**src/rtl/sd_dpwm_pkg.sv**
```systemverilog
package sd_dpwm_pkg;
  // Strobes from the period control to the datapath
  typedef struct packed {
    logic load;       // this edge starts a new period
    logic firstSlot;  // counter sits on slot 0
    logic lastSlot;   // counter sits on the final slot
  } ctlStrobe_t;
endpackage

```
**src/rtl/sd_dpwm_ctrl.sv**
```systemverilog
module sd_dpwm_ctrl
  import sd_dpwm_pkg::*;
#(
  parameter int CNT_W = 7
) (
  input  logic             clk,
  input  logic             rstN,
  input  logic             syncIn,
  output logic [CNT_W-1:0] slotCnt,
  output ctlStrobe_t       strobes
);
  localparam logic [CNT_W-1:0] LAST_SLOT = '1;

  logic [CNT_W-1:0] cntQ;

  always_comb begin
    strobes.lastSlot  = (cntQ == LAST_SLOT);
    strobes.firstSlot = (cntQ == '0);
    strobes.load      = syncIn || strobes.lastSlot;
  end

  // Reset to the last slot so the first edge after reset loads a period
  always_ff @(posedge clk or negedge rstN) begin
    if (!rstN)             cntQ <= LAST_SLOT;
    else if (strobes.load) cntQ <= '0;
    else                   cntQ <= cntQ + 1'b1;
  end

  assign slotCnt = cntQ;

  // free-running step between period starts
  assert_slot_step_R2: assert property (@(posedge clk) disable iff (!rstN)
    (!syncIn && cntQ != LAST_SLOT) |=> cntQ == CNT_W'($past(cntQ) + 1'b1));

  // wrap after the final slot
  assert_slot_wrap_R2: assert property (@(posedge clk) disable iff (!rstN)
    strobes.lastSlot |=> strobes.firstSlot);

  // sync restarts the period
  assert_sync_restart_R8: assert property (@(posedge clk) disable iff (!rstN)
    syncIn |=> cntQ == '0);
endmodule

```
**src/rtl/sd_dpwm_shaper.sv**
```systemverilog
module sd_dpwm_shaper #(
  parameter int FRAC_W = 6,
  parameter int CARRY_W = 4
) (
  input  logic                      clk,
  input  logic                      rstN,
  input  logic                      advance,
  input  logic [FRAC_W-1:0]         frac,
  output logic signed [CARRY_W-1:0] carry
);
  localparam int SUM_W = FRAC_W + CARRY_W;
  localparam logic signed [SUM_W-1:0] HALF =
    {{(SUM_W-FRAC_W){1'b0}}, 1'b1, {(FRAC_W-1){1'b0}}};

  logic signed [FRAC_W-1:0] err1Q, err2Q, errNext;
  logic signed [SUM_W-1:0]  fracExt, e1Ext, e2Ext, sumU, biased;

  always_comb begin
    fracExt = {{(SUM_W-FRAC_W){1'b0}}, frac};
    e1Ext   = {{(SUM_W-FRAC_W){err1Q[FRAC_W-1]}}, err1Q};
    e2Ext   = {{(SUM_W-FRAC_W){err2Q[FRAC_W-1]}}, err2Q};
    // double-zero noise transfer: u = x + 2e[n-1] - e[n-2]
    sumU    = fracExt + (e1Ext <<< 1) - e2Ext;
    biased  = sumU + HALF;
    // rounding quantiser: upper part is the carry, lower part re-centred is the error
    carry   = biased[SUM_W-1:FRAC_W];
    errNext = {~biased[FRAC_W-1], biased[FRAC_W-2:0]};
  end

  always_ff @(posedge clk or negedge rstN) begin
    if (!rstN) begin
      err1Q <= '0;
      err2Q <= '0;
    end else if (advance) begin
      err2Q <= err1Q;
      err1Q <= errNext;
    end
  end

  // state only moves at period start
  assert_state_hold_R4: assert property (@(posedge clk) disable iff (!rstN)
    !advance |=> ($stable(err1Q) && $stable(err2Q)));

  // second tap is the delayed first tap
  assert_state_shift_R4: assert property (@(posedge clk) disable iff (!rstN)
    advance |=> err2Q == $past(err1Q));
endmodule

```
**src/rtl/sd_dpwm_dpath.sv**
```systemverilog
module sd_dpwm_dpath
  import sd_dpwm_pkg::*;
#(
  parameter int CMD_W = 13,
  parameter int FRAC_W = 6
) (
  input  logic             clk,
  input  logic             rstN,
  input  logic [CMD_W-1:0] dutyCmd,
  input  logic [CMD_W-FRAC_W-1:0] slotCnt,
  input  ctlStrobe_t       strobes,
  output logic             pwmOut,
  output logic             periodStrobe
);
  localparam int CNT_W   = CMD_W - FRAC_W;
  localparam int CARRY_W = 4;
  localparam int SUM_W   = CNT_W + CARRY_W;
  localparam logic signed [SUM_W-1:0] CMP_MIN = SUM_W'(1);
  localparam logic signed [SUM_W-1:0] CMP_MAX =
    {{(SUM_W-CNT_W){1'b0}}, {CNT_W{1'b1}}};

  logic [CNT_W-1:0]          coarse;
  logic [FRAC_W-1:0]         frac;
  logic signed [CARRY_W-1:0] carry;
  logic signed [SUM_W-1:0]   rawCmp;
  logic [CNT_W-1:0]          cmpNext, cmpQ;
  logic                      pwmQ, strobeQ;

  assign coarse = dutyCmd[CMD_W-1:FRAC_W];
  assign frac   = dutyCmd[FRAC_W-1:0];

  sd_dpwm_shaper #(.FRAC_W(FRAC_W), .CARRY_W(CARRY_W)) u_shaper (
    .clk     (clk),
    .rstN    (rstN),
    .advance (strobes.load),
    .frac    (frac),
    .carry   (carry)
  );

  always_comb begin
    rawCmp = $signed({{(SUM_W-CNT_W){1'b0}}, coarse})
           + $signed({{(SUM_W-CARRY_W){carry[CARRY_W-1]}}, carry});
    if (rawCmp < CMP_MIN)      cmpNext = CMP_MIN[CNT_W-1:0];
    else if (rawCmp > CMP_MAX) cmpNext = CMP_MAX[CNT_W-1:0];
    else                       cmpNext = rawCmp[CNT_W-1:0];
  end

  always_ff @(posedge clk or negedge rstN) begin
    if (!rstN) begin
      cmpQ    <= CMP_MIN[CNT_W-1:0];
      pwmQ    <= 1'b0;
      strobeQ <= 1'b0;
    end else begin
      if (strobes.load) cmpQ <= cmpNext;
      pwmQ    <= (slotCnt < cmpQ);
      strobeQ <= strobes.firstSlot;
    end
  end

  assign pwmOut       = pwmQ;
  assign periodStrobe = strobeQ;

  // compare value frozen inside a period
  assert_cmp_hold_R5: assert property (@(posedge clk) disable iff (!rstN)
    !strobes.load |=> $stable(cmpQ));

  // compare never zero
  assert_cmp_nonzero_R7: assert property (@(posedge clk) disable iff (!rstN)
    cmpQ != '0);

  // first slot always drives high
  assert_first_high_R7: assert property (@(posedge clk) disable iff (!rstN)
    strobes.firstSlot |=> pwmOut);

  // final slot always drives low
  assert_last_low_R7: assert property (@(posedge clk) disable iff (!rstN)
    strobes.lastSlot |=> !pwmOut);
endmodule

```
**src/rtl/sd_dpwm.sv**
```systemverilog
module sd_dpwm
  import sd_dpwm_pkg::*;
#(
  parameter int CMD_W = 13,
  parameter int FRAC_W = 6
) (
  input  logic             clk,
  input  logic             rstN,
  input  logic [CMD_W-1:0] dutyCmd,
  input  logic             syncIn,
  output logic             pwmOut,
  output logic             periodStrobe
);
  localparam int CNT_W = CMD_W - FRAC_W;

  logic [CNT_W-1:0] slotCnt;
  ctlStrobe_t       strobes;

  sd_dpwm_ctrl #(.CNT_W(CNT_W)) u_ctrl (
    .clk     (clk),
    .rstN    (rstN),
    .syncIn  (syncIn),
    .slotCnt (slotCnt),
    .strobes (strobes)
  );

  sd_dpwm_dpath #(.CMD_W(CMD_W), .FRAC_W(FRAC_W)) u_dpath (
    .clk          (clk),
    .rstN         (rstN),
    .dutyCmd      (dutyCmd),
    .slotCnt      (slotCnt),
    .strobes      (strobes),
    .pwmOut       (pwmOut),
    .periodStrobe (periodStrobe)
  );
endmodule

```
**config.mk**
```make
export PLATFORM = sky130hd
export DESIGN_NAME = sd_dpwm
export DESIGN_NICKNAME = d
export VERILOG_FILES = /design/src/rtl/sd_dpwm_pkg.sv /design/src/rtl/sd_dpwm_ctrl.sv /design/src/rtl/sd_dpwm_shaper.sv /design/src/rtl/sd_dpwm_dpath.sv /design/src/rtl/sd_dpwm.sv
export SDC_FILE = /design/constraint.sdc
export NUM_CORES = 1
export LEC_CHECK = 0
export BUFFER_PORTS_ARGS = -buffer_cell sky130_fd_sc_hd__buf_4
export CAP_MARGIN = 30
export CORE_MARGIN = 2
export CORE_UTILIZATION = 48
export CTS_CLUSTER_DIAMETER = 40
export DETAILED_ROUTE_END_ITERATION = 8
export PLACE_DENSITY = 0.69
export SYNTH_ARGS = -nofsm -noshare
export SYNTH_HDL_FRONTEND = slang
export SYNTH_SLANG_ARGS = --single-unit
```
**constraint.sdc**
```tcl
create_clock -name clk -period 8.2 [get_ports clk]
set_input_delay 0.41 -clock clk [delete_from_list [all_inputs] [get_ports clk]]
set_output_delay 0.41 -clock clk [all_outputs]
set_load 0.05 [all_outputs]
```
Yosys cells after proc, flatten, opt, wreduce, memory -nomap -nowiden
Cells that the tools add are included.

Flip-flop bits (word level): 28. Logic and storage cells: 21. Output and inout port bits: 2. Bits of input ports: 16.

Reductions and logical operators: 2. Bitwise operators: 1. Mux-type cells: 3. Order comparisons: 3. Eq/ne operators: 1. Add/subtract/negate cells: 5.

Operators with widths (number): $mux 7 (3); $gt 11x8->1 const B (1); $lt 11x2->1 const B (1); $add 9x7->10 const B (1); $add 8x4->9 (1); $sub 8x6->9 (1); $add 7x7->8 (1); $add 7x1->7 const B (1); $eq 7x7->1 const B (1); $logic_not 7->1 (1); $lt 7x7->1 (1); $logic_or 1x1->1 (1); $not 1->1 (1).

Longest topological paths before layout
Gate-level depths: netlist of the first run.

Word-level depth: 7. Mapped depth: 18.

Modules after synthesis
A second synthesis of the first run with hierarchy kept.

Cells, all modules: 244. Area total of the unflattened synthesis: 2383.5 µm².

Modules (own cells, without submodules): sd_dpwm_shaper (instances 1, area an instance 1052.3 µm², cells each 103); sd_dpwm_dpath (instances 1, area an instance 979.7 µm², cells each 106); sd_dpwm_ctrl (instances 1, area an instance 351.6 µm², cells each 35).

Worst setup path before layout of the first run
Ideal clock, no wire load.

Path kind: input -> register. Start: input dutyCmd[3]. End: register u_dpath.cmpQ[3]. Library setup time: 0.079 ns. Setup slack: 4.019 ns. Stages on the path: 17. Path buffers: 0. Data arrival time: 4.102 ns. Cell sequence: inv_1 fa_1 inv_1 ha_1 ha_1 a211oi_2 o21ai_2 a2111o_1 and3_2 inv_1 ha_1 a21oi_1 a21oi_1 nor3_1 nand4_1 o22a_2 a2bb2oi_1.

Cells in the longest elaborated chain, start to end: 7. Elaborated cells on any way between the ends: 8. Those cells by class: 4 x add/sub; 2 x order compare; 2 x mux.

RTL lines: start, declared (line sd_dpwm.sv:9) `input logic [CMD_W-1:0] dutyCmd,`; $add 7x7->8 (*) (line sd_dpwm_shaper.sv:23) `sumU = fracExt + (e1Ext <<< 1) - e2Ext;`; $sub 8x6->9 (*) (line sd_dpwm_shaper.sv:23); $add 9x7->10 (*) (line sd_dpwm_shaper.sv:24) `biased = sumU + HALF;`; $add 8x4->9 (*) (line sd_dpwm_dpath.sv:42) `+ $signed({{(SUM_W-CARRY_W){carry[CARRY_W-1]}}, carry});`; $gt 11x8->1 (line sd_dpwm_dpath.sv:44) `else if (rawCmp > CMP_MAX) cmpNext = CMP_MAX[CNT_W-1:0];`; $mux 7 (line sd_dpwm_dpath.sv:44); $mux 7 (*) (line sd_dpwm_dpath.sv:43) `if (rawCmp < CMP_MIN) cmpNext = CMP_MIN[CNT_W-1:0];`; end signal, assigned (line sd_dpwm_dpath.sv:50) `cmpQ <= CMP_MIN[CNT_W-1:0];`; end signal, assigned (line sd_dpwm_dpath.sv:54) `if (strobes.load) cmpQ <= cmpNext;`; end, declared (line sd_dpwm_dpath.sv:26) `logic [CNT_W-1:0] cmpNext, cmpQ;`.

Mark *: on every way between the ends. The rest lies on a longest branch, timed or not. A chain may end at the register's enable or synchronous reset.

Final worst setup path of the first run
Start: register u_dpath.u_shaper.err1Q[2]. End: register u_dpath.cmpQ[6].

Cells in the longest elaborated chain, start to end: 7. Elaborated cells on any way between the ends: 8. Those cells by class: 4 x add/sub; 2 x order compare; 2 x mux.

RTL lines: start, declared (line sd_dpwm_shaper.sv:15) `logic signed [FRAC_W-1:0] err1Q, err2Q, errNext;`; start signal, assigned (line sd_dpwm_shaper.sv:36) `err1Q <= errNext;`; $add 7x7->8 (*) (line sd_dpwm_shaper.sv:23); $sub 8x6->9 (*) (line sd_dpwm_shaper.sv:23); $add 9x7->10 (*) (line sd_dpwm_shaper.sv:24); $add 8x4->9 (*) (line sd_dpwm_dpath.sv:42); $gt 11x8->1 (line sd_dpwm_dpath.sv:44); $mux 7 (line sd_dpwm_dpath.sv:44); $mux 7 (*) (line sd_dpwm_dpath.sv:43).

Marks and branches as above.

==> flow_summary.json, run 1 <==
{
  "ys_seq_elements": 28,
  "path_max_fanout": 7,
  "vias": 1599,
  "synth.largest_area_cell": "dfrtp_1",
  "syn_area_per_cell_um2": 9.41,
  "hold_buffers": 0,
  "yosysTopAreaCellShare_pct": 22.6,
  "cts-htree-levels": 1,
  "yosysWarnings": 0,
  "cp.required_ns": 8.40,
  "drive_above_1_share_pct": 15.0,
  "finalCritPeriodShare_pct": 54.0,
  "fp-row-count": 24,
  "outcome": "finished clean",
  "start_util_pct": 50.5,
  "grt_max_degree": 29,
  "slew_headroom_pct": 51.7,
  "syn_inst": 235,
  "max_freq_ghz": 0.226,
  "coreArea_um2": 4380,
  "wl_um": 3690,
  "cp_cell_sequence": "inv_1, fa_1, inv_1, ha_1, ha_1, a211oi_2, o21ai_2, a2111o_1, and3_2, inv_1, ha_1, a21oi_1, a21oi_1, nor3_1, nand4_1, o22a_2, a2bb2oi_1",
  "fp.dieH_um": 71.9,
  "clock_path_buffers": 2,
  "yosys_most_used_dff": "dfrtp_1",
  "cp.arrival_ns": 4.63,
  "fin_skew_ns": 0.00412,
  "syn_nets": 293,
  "vias_per_cell": 5.23,
  "cts_tree": "done",
  "root_buffer": "clkbuf_8",
  "yosysMostFrequentCell": "ha_1",
  "synthArstFlopShare_pct": 100,
  "dieWidth_um": 71.9,
  "hold_path.class": "in -> async",
  "synth_area_um2": 2210,
  "dieArea_um2": 5170,
  "critPathCaptureType": "flop",
  "first_global_vias": 1625,
  "ant_nets": 0,
  "clk_pin_slew_worst_paths_ns": 0.09,
  "period_minus_slack_ns": 4.43,
  "drc": 0,
  "cts_sinks": 28,
  "rsz0062_at_grt": "no",
  "io_buffers": 17,
  "hold_viol_final": 0,
  "setup_viol": 0,
  "startpoint_type": "flop",
  "synth-edff-count": 0,
  "synth_cell_types": 40,
  "first_iter_violations": 71,
  "post_cts_resized": 0,
  "antenna_found_initial": 0,
  "wire_per_inst_um": 12.1,
  "dp_hpwl_um": 2930,
  "synth_seq_area_share_pct": 32.1,
  "numCtsBuffers": 3,
  "grtUsageTotal_pct": 16.6,
  "postCtsSetupBuffers": 0,
  "cp_top_family": "compound AO/OA/AOI/OAI gates",
  "synth_commonest_cells": "ha_1, inv_1, nand2_1",
  "ios": 18,
  "tns_ns": 0,
  "gr-total-overflow": 0,
  "final_max_slew_viol_count": 0,
  "worstMarginPinSlew_ns": 0.725,
  "drt_first_pass_iters": 4,
  "cpPeakStageDelay_ns": 0.51,
  "crit_type": "reg -> reg",
  "cp.buffers_inverters": 3,
  "maxCapViolCount": 0,
  "gp_congestion": 0.819,
  "diodes": 0,
  "clkLatencyLatePin_ns": 0.28,
  "synthTopCellsByArea": "dfrtp_1, ha_1, dfstp_2, fa_1, inv_1",
  "syn_to_final_growth_pct": 11.0,
  "crit_path_top_delay_cell": "fa_1",
  "grt_pass1_wl_um": 6930,
  "layout.nets": 313
}
layer usage:
| metal | vias to the layer above | track usage, % | wire length [um] |
|---|---|---|---|
| li1 | 839 | - | - |
| met1 | 737 | 22.7 | 1850 |
| met2 | 19 | 27.4 | 1700 |
| met3 | 4 | 1.41 | 76 |
| met4 | 0 | 6.71 | 65 |
| met5 | - | 0 | 0 |
cell usage in the layout, fill, tap and decap left out, drive strengths merged, types with 2 or more instances in the layout:
cell     count
fa           8
ha          34
nand3        9
dfstp        8
nor2b        2
and2         2
o211ai       2
nor3         3
a41oi        2
dfrtp       20
nand2       21
a21o         6
a21oi       16
buf         18
xnor2        9
nor2        20
o21ai        9
xor2         6
a2bb2oi      6
clkbuf       4
o21bai       2
and3         2
inv         33
state kept, by name, indices dropped and copies added (netlist names):
register / count
u_dpath.periodStrobe: 1
u_dpath.u_shaper.err1Q: 6
u_dpath.pwmOut: 1
u_dpath.cmpQ: 7
u_dpath.u_shaper.err2Q: 6
u_ctrl.slotCnt: 7
final timing paths:
path | start | end | slack (ns) | cells past startpoint
hold / removal | rstN | u_dpath.periodStrobe | 0.03 | 1
setup reg to reg | u_dpath.u_shaper.err1Q[2] | u_dpath.cmpQ[6] | 3.77 | 17
hold reg to reg | u_dpath.u_shaper.err2Q[3] | u_dpath.u_shaper.err2Q[3] | 0.50 | 2
max in group asynchronous | rstN | u_ctrl.slotCnt[1] | 7.86 | 1
setup / recovery | u_dpath.u_shaper.err1Q[2] | u_dpath.cmpQ[6] | 3.77 | 17
min in group clk | syncIn | u_ctrl.slotCnt[2] | 0.28 | 2
logic make-up after synthesis:
group           share of synthesized area [%]
fa+ha+maj                                26.5
flops                                    32.1
compound gates                           16.6
xor+xnor                                 5.94
buf+inv                                  6.17
simple gates                             12.7
per-stage QoR:
stage	area (um^2)	utilization [%]	setup slack, ns	std cells	hold slack [ns]
6_report	2450	56.0	3.77	306	0.0334
4_1_cts	2450	56.0	3.77	306	0.0445
3_3_place_gp	2400	54.7	3.71	302	0.349
2_1_floorplan	2210	-	4.02	235	0.114
5_1_grt	2450	56.0	3.47	306	0.0538
3_5_place_dp	2400	54.7	3.63	302	0.349
layout make-up:
class | instances | area [um^2]
Multi-Input combinational cell | 171 | 1370
Clock buffer | 4 | 55.1
Sequential cell | 28 | 711
Tap cell | 52 | 65.1
Timing Repair Buffer | 18 | 135
Inverter | 33 | 124
Fill cell | 401 | 1930
Power of run 1 is left out: the tool's default activity adds up to more than one toggle a clock period on the data nets, which glitch-free logic cannot reach.
==> run 2: changes to the inputs <==
Settings changed: ABC_AREA set to 1.
Clock period 8.2 ns to 4.35 ns, I/O delays scaled along.
==> run 2 against run 1 <==
Effect of this change:
- core utilization down 1.6 points
- sequential share of layout area down 2.9 points
- final cell count increased by 37%
- via count rose by 22%
- area after synthesis rose by 11%
- die area up 10%
- largest cell class unchanged
- flip-flop and latch count unchanged
- global-route usage increased by 1.1 points
- critical endpoint is now u_dpath.cmpQ[1]
- fmax grew 11%
- register-to-register slack worse by 3.4 ns
==> flow_summary.json, run 2 <==
{
  "outcome": "finished clean",
  "drt_first_pass_iters": 4,
  "hold_path.class": "in -> reg",
  "n_fill_cell": 516,
  "final_common_cell": "nand2_1",
  "fin_util_pct": 54.4,
  "io_buffers": 17,
  "worstMarginPinSlew_ns": 0.326,
  "stdcell_count": 419,
  "grt_max_degree": 29,
  "first_iter_violations": 58,
  "synth_cell_types": 29,
  "final_max_slew_viol_count": 0,
  "syn_nets": 388,
  "postCtsSetupBuffers": 0,
  "ant_nets": 0,
  "startpoint_type": "flop",
  "synth-edff-count": 0,
  "grtUsageTotal_pct": 17.7,
  "synth_commonest_cells": "nand2_1, inv_1, ha_1",
  "rrSetupSlack_ns": 0.37,
  "cts-htree-levels": 1,
  "cp-endpoint": "u_dpath.cmpQ[1]",
  "syn_to_final_growth_pct": 11.1,
  "synthArstFlopShare_pct": 100,
  "hold_ws_ns": 0.339,
  "grt_pass1_wl_um": 7980,
  "reg2reg_depth": 20,
  "hold_viol_final": 0,
  "vias": 1948,
  "numCtsBuffers": 3,
  "gp_congestion": 0.859,
  "rsz0062_at_grt": "no",
  "reg2reg_to": "u_dpath.cmpQ[1]",
  "ios": 18,
  "first_global_vias": 1962,
  "wire_per_inst_um": 10.2,
  "cts_tree": "done",
  "critPathCaptureType": "flop",
  "dieArea_um2": 5700,
  "synth_area_um2": 2450,
  "slew_headroom_pct": 77.7,
  "fp-row-count": 26,
  "start_util_pct": 49.0,
  "yosysWarnings": 0,
  "yosysMostFrequentCell": "nand2_1",
  "synth_seq_area_share_pct": 29.0,
  "dp_hpwl_um": 3500,
  "fin_skew_ns": 0.00230,
  "clk_pin_slew_worst_paths_ns": 0.09,
  "period_minus_slack_ns": 3.98,
  "max_freq_ghz": 0.251,
  "crit_start": "u_dpath.u_shaper.err1Q[1]",
  "r2r_start": "u_dpath.u_shaper.err1Q[1]",
  "tns_ns": 0,
  "syn_inst": 330,
  "yosysTopAreaCellShare_pct": 20.4,
  "gr-total-overflow": 0,
  "vias_per_cell": 4.65,
  "antenna_found_initial": 0,
  "drc": 0,
  "coreArea_um2": 5010,
  "clock_path_buffers": 2,
  "crit_type": "reg -> reg",
  "dp_cells": 414,
  "yosys_most_used_dff": "dfrtp_1",
  "root_buffer": "clkbuf_8",
  "layout_common_cells": "nand2_1, inv_1, ha_1",
  "path_max_fanout": 6,
  "synth.largest_area_cell": "dfrtp_1",
  "clkLatencyLatePin_ns": 0.27,
  "ys_seq_elements": 28,
  "wl_um": 4270,
  "dieWidth_um": 75.5,
  "cts_sinks": 28,
  "syn_area_per_cell_um2": 7.43,
  "drive_above_1_share_pct": 15.5,
  "fp.dieH_um": 75.5,
  "cp.required_ns": 4.56,
  "setup_viol": 0,
  "synthTopCellsByArea": "dfrtp_1, ha_1, nand2_1, inv_1, dfstp_2",
  "cp.arrival_ns": 4.19,
  "finalCritPeriodShare_pct": 91.5,
  "layout.nets": 408,
  "diodes": 0,
  "maxCapViolCount": 0
}
-- run 2: repair_timing --
| item | in CTS | in global routing |
|---|---|---|
| gates resized for setup | 0 | 3 |
| hold buffers | 1 | 0 |
| endpoints found under the hold margin | 20 | 0 |
| endpoints found under the setup margin | 0 | 7 |
-- run 2: area by class of cell --
class	count	area [um^2]	share of cell area, %
flip-flops and latches	28	711	26.1
repair buffers	18	138	5.05
clock buffers	4	55.1	2.02
multi-input cells	233	1490	54.5
inverters	66	248	9.09
well taps	70	87.6	3.21
-- run 2: through the flow --
stage	instance area, um^2	setup slack (ns)
global placement	2650	0.292
finish	2730	0.372
CTS	2720	0.241
global route	2730	0.00845
detailed placement	2650	0.282
floorplan	2450	0.541
-- run 2: routing by layer --
metal	global-route usage (%)	routed length [um]	vias to the layer above
met5	0	0	-
met4	4.29	35	0
met3	1.19	80	4
met2	32.3	2080	17
met1	22.9	2080	880
li1	-	-	1047
-- run 2: cells by family (layout without fill, tap and decap cells) --
family	Yosys count	in the layout	share of synthesized area, %
simple gates	162	162	29.0
buf+inv	69	88	10.7
fa+ha+maj	42	42	23.9
flops	28	28	29.0
compound gates	25	25	6.02
xor+xnor	4	4	1.43
-- run 2: how the worst min path moves through the flow --
stage	from	endpoint	slack, ns	depth (start not counted)
final	dutyCmd[0]	u_dpath.u_shaper.err1Q[0]	0.34	4
after global routing	dutyCmd[0]	u_dpath.u_shaper.err1Q[0]	0.37	4
after CTS	dutyCmd[0]	u_dpath.u_shaper.err1Q[0]	0.33	4
after detailed placement	rstN	u_dpath.u_shaper.err2Q[0]	0.15	1
after global placement	rstN	u_dpath.u_shaper.err2Q[0]	0.15	1
after floorplan	rstN	u_dpath.cmpQ[1]	-0.08	0
-- run 2: worst max-delay path, stage by stage, from the launching register on --
cell	delay, ns
dfrtp_1	0.40
fa_1	0.46
ha_1	0.31
ha_1	0.23
fa_2	0.34
nand2_1	0.08
a21oi_1	0.06
or2_2	0.29
xnor2_1	0.14
inv_1	0.06
ha_2	0.20
fa_2	0.42
nand3_1	0.12
nand2_1	0.10
a21oi_1	0.17
nand3_2	0.11
nand2_4	0.09
nand2_4	0.05
nor2_4	0.15
nand2_1	0.06
nand2_1	0.07
Power of run 2 is left out for the same reason.
==> run 3: changes to the inputs <==
Settings changed: CORE_UTILIZATION 48 to 47, PLACE_DENSITY 0.69 to 0.68.
==> run 3 against run 2 <==
Effect of this change:
- sequential share of layout area barely moved
- critical path depth stayed put
- fmax fell by 1.1%
==> flow_summary.json, run 3 (synthesis gave the netlist of run 2 again) <==
{
  "reg2reg_to": "u_dpath.cmpQ[2]",
  "r2r_start": "u_dpath.u_shaper.err1Q[1]",
  "root_buffer": "clkbuf_8",
  "worstMarginPinSlew_ns": 0.358,
  "crit_top_cell": "nand2_1",
  "antenna_found_initial": 0,
  "grt_max_degree": 29,
  "clk_pin_slew_worst_paths_ns": 0.09,
  "final_max_slew_viol_count": 0,
  "crit_start": "u_dpath.u_shaper.err1Q[1]",
  "grt_pass1_wl_um": 8340,
  "hold_viol_final": 0,
  "reg2reg_depth": 20,
  "dieWidth_um": 76.2,
  "maxCapViolCount": 0,
  "rsz0062_at_grt": "no",
  "drt_first_pass_iters": 5,
  "ant_nets": 0,
  "start_util_pct": 48.3,
  "cpPeakStageDelay_ns": 0.47,
  "grtUsageTotal_pct": 17.0,
  "crit_path_top_delay_cell": "fa_1",
  "wl_um": 4370,
  "fp-row-count": 26,
  "drive_above_1_share_pct": 15.1,
  "hold_path.class": "in -> reg",
  "dp_cells": 414,
  "finalCritPeriodShare_pct": 92.5,
  "gr-total-overflow": 0,
  "n_fill_cell": 517,
  "cts-htree-levels": 1,
  "max_freq_ghz": 0.249,
  "outcome": "finished clean",
  "fp.dieH_um": 76.2,
  "tns_ns": 0,
  "stdcell_count": 420,
  "coreArea_um2": 5070,
  "diodes": 0,
  "wire_per_inst_um": 10.4,
  "drc": 0,
  "cts_sinks": 28,
  "setup_ws_ns": 0.328,
  "first_global_vias": 2042,
  "gp_congestion": 0.866,
  "setup_viol": 0,
  "final_common_cell": "nand2_1",
  "cts_tree": "done",
  "hold_start": "dutyCmd[0]",
  "clkLatencyLatePin_ns": 0.27,
  "rrSetupSlack_ns": 0.33,
  "layout_common_cells": "nand2_1, inv_1, ha_1",
  "vias_per_cell": 4.70,
  "fin_skew_ns": 0.00396,
  "min_to": "u_dpath.u_shaper.err1Q[0]",
  "io_buffers": 17,
  "dp_hpwl_um": 3540,
  "dp_slack_ns": 0.260,
  "ios": 18,
  "cp.required_ns": 4.56,
  "first_iter_violations": 104,
  "critPathCaptureType": "flop",
  "dieArea_um2": 5810,
  "clock_path_buffers": 2,
  "worstHoldPathCells": 4,
  "crit_type": "reg -> reg",
  "layout.nets": 409,
  "slew_headroom_pct": 76.1,
  "cp_cell_sequence": "fa_1, ha_1, ha_1, fa_1, nand2_1, a21oi_1, or2_2, xnor2_1, inv_1, ha_2, fa_2, nand3_1, nand2_1, a21oi_1, nand3_2, nand2_4, nand2_4, nor2_4, nand2_1, nand2_1",
  "startpoint_type": "flop",
  "period_minus_slack_ns": 4.02,
  "vias": 1973,
  "cp.arrival_ns": 4.24,
  "numCtsBuffers": 3,
  "syn_to_final_growth_pct": 10.9,
  "path_max_fanout": 6
}
run 3: cell types whose count changed in the layout (fill, tap and decap cells not counted), sizes merged:
cell,delta
buf,+1
run 3: stage by stage:
stage / utilization [%] / hold slack [ns] / instance area (um^2)
floorplan: - / -0.0781 / 2450
global placement: 52.3 / 0.153 / 2650
detailed placement: 52.3 / 0.153 / 2650
CTS: 53.4 / 0.330 / 2710
global route: 53.6 / 0.356 / 2720
finish: 53.6 / 0.332 / 2720
run 3: what timing repair did:
action                     CTS  global route
setup buffers                0             1
setup endpoints to repair    0             6
hold buffers                 1             0
resized for setup            0             2
hold endpoints to repair    20             0
run 3: cell type report:
| type | instances | area [um^2] | area share, % |
|---|---|---|---|
| multi-input cells | 233 | 1480 | 54.6 |
| repair buffers | 19 | 145 | 5.34 |
| well taps | 70 | 87.6 | 3.22 |
| clock buffers | 4 | 45.0 | 1.66 |
| inverters | 66 | 248 | 9.11 |
| flip-flops and latches | 28 | 711 | 26.1 |
run 3: metal layers:
| layer | wire length (um) | GRT usage (%) | vias up |
|---|---|---|---|
| met4 | 31 | 3.82 | 0 |
| met3 | 115 | 2.37 | 4 |
| met2 | 2090 | 31.2 | 26 |
| met1 | 2130 | 21.0 | 887 |
| met5 | 0 | 0 | - |
| li1 | - | - | 1056 |
run 3: worst max-delay path by stage:
stage                      endpoint  slack, ns
floorplan           u_dpath.cmpQ[1]       0.54
global placement    u_dpath.cmpQ[5]       0.30
detailed placement  u_dpath.cmpQ[6]       0.26
CTS                 u_dpath.cmpQ[2]       0.22
global route        u_dpath.cmpQ[2]      0.004
finish              u_dpath.cmpQ[2]       0.33
run 3: critical path, delay by kind of cell (launching register included):
kind                     cells  cell delay [ns]
buffers and inverters        1             0.06
flip-flops                   1             0.41
AO/OA/AOI/OAI                2             0.23
XOR/XNOR                     1             0.14
adder cells (fa/ha/maj)      6             2.00
AND/OR/NAND/NOR             10             1.14
Power of run 3 is left out for the same reason.
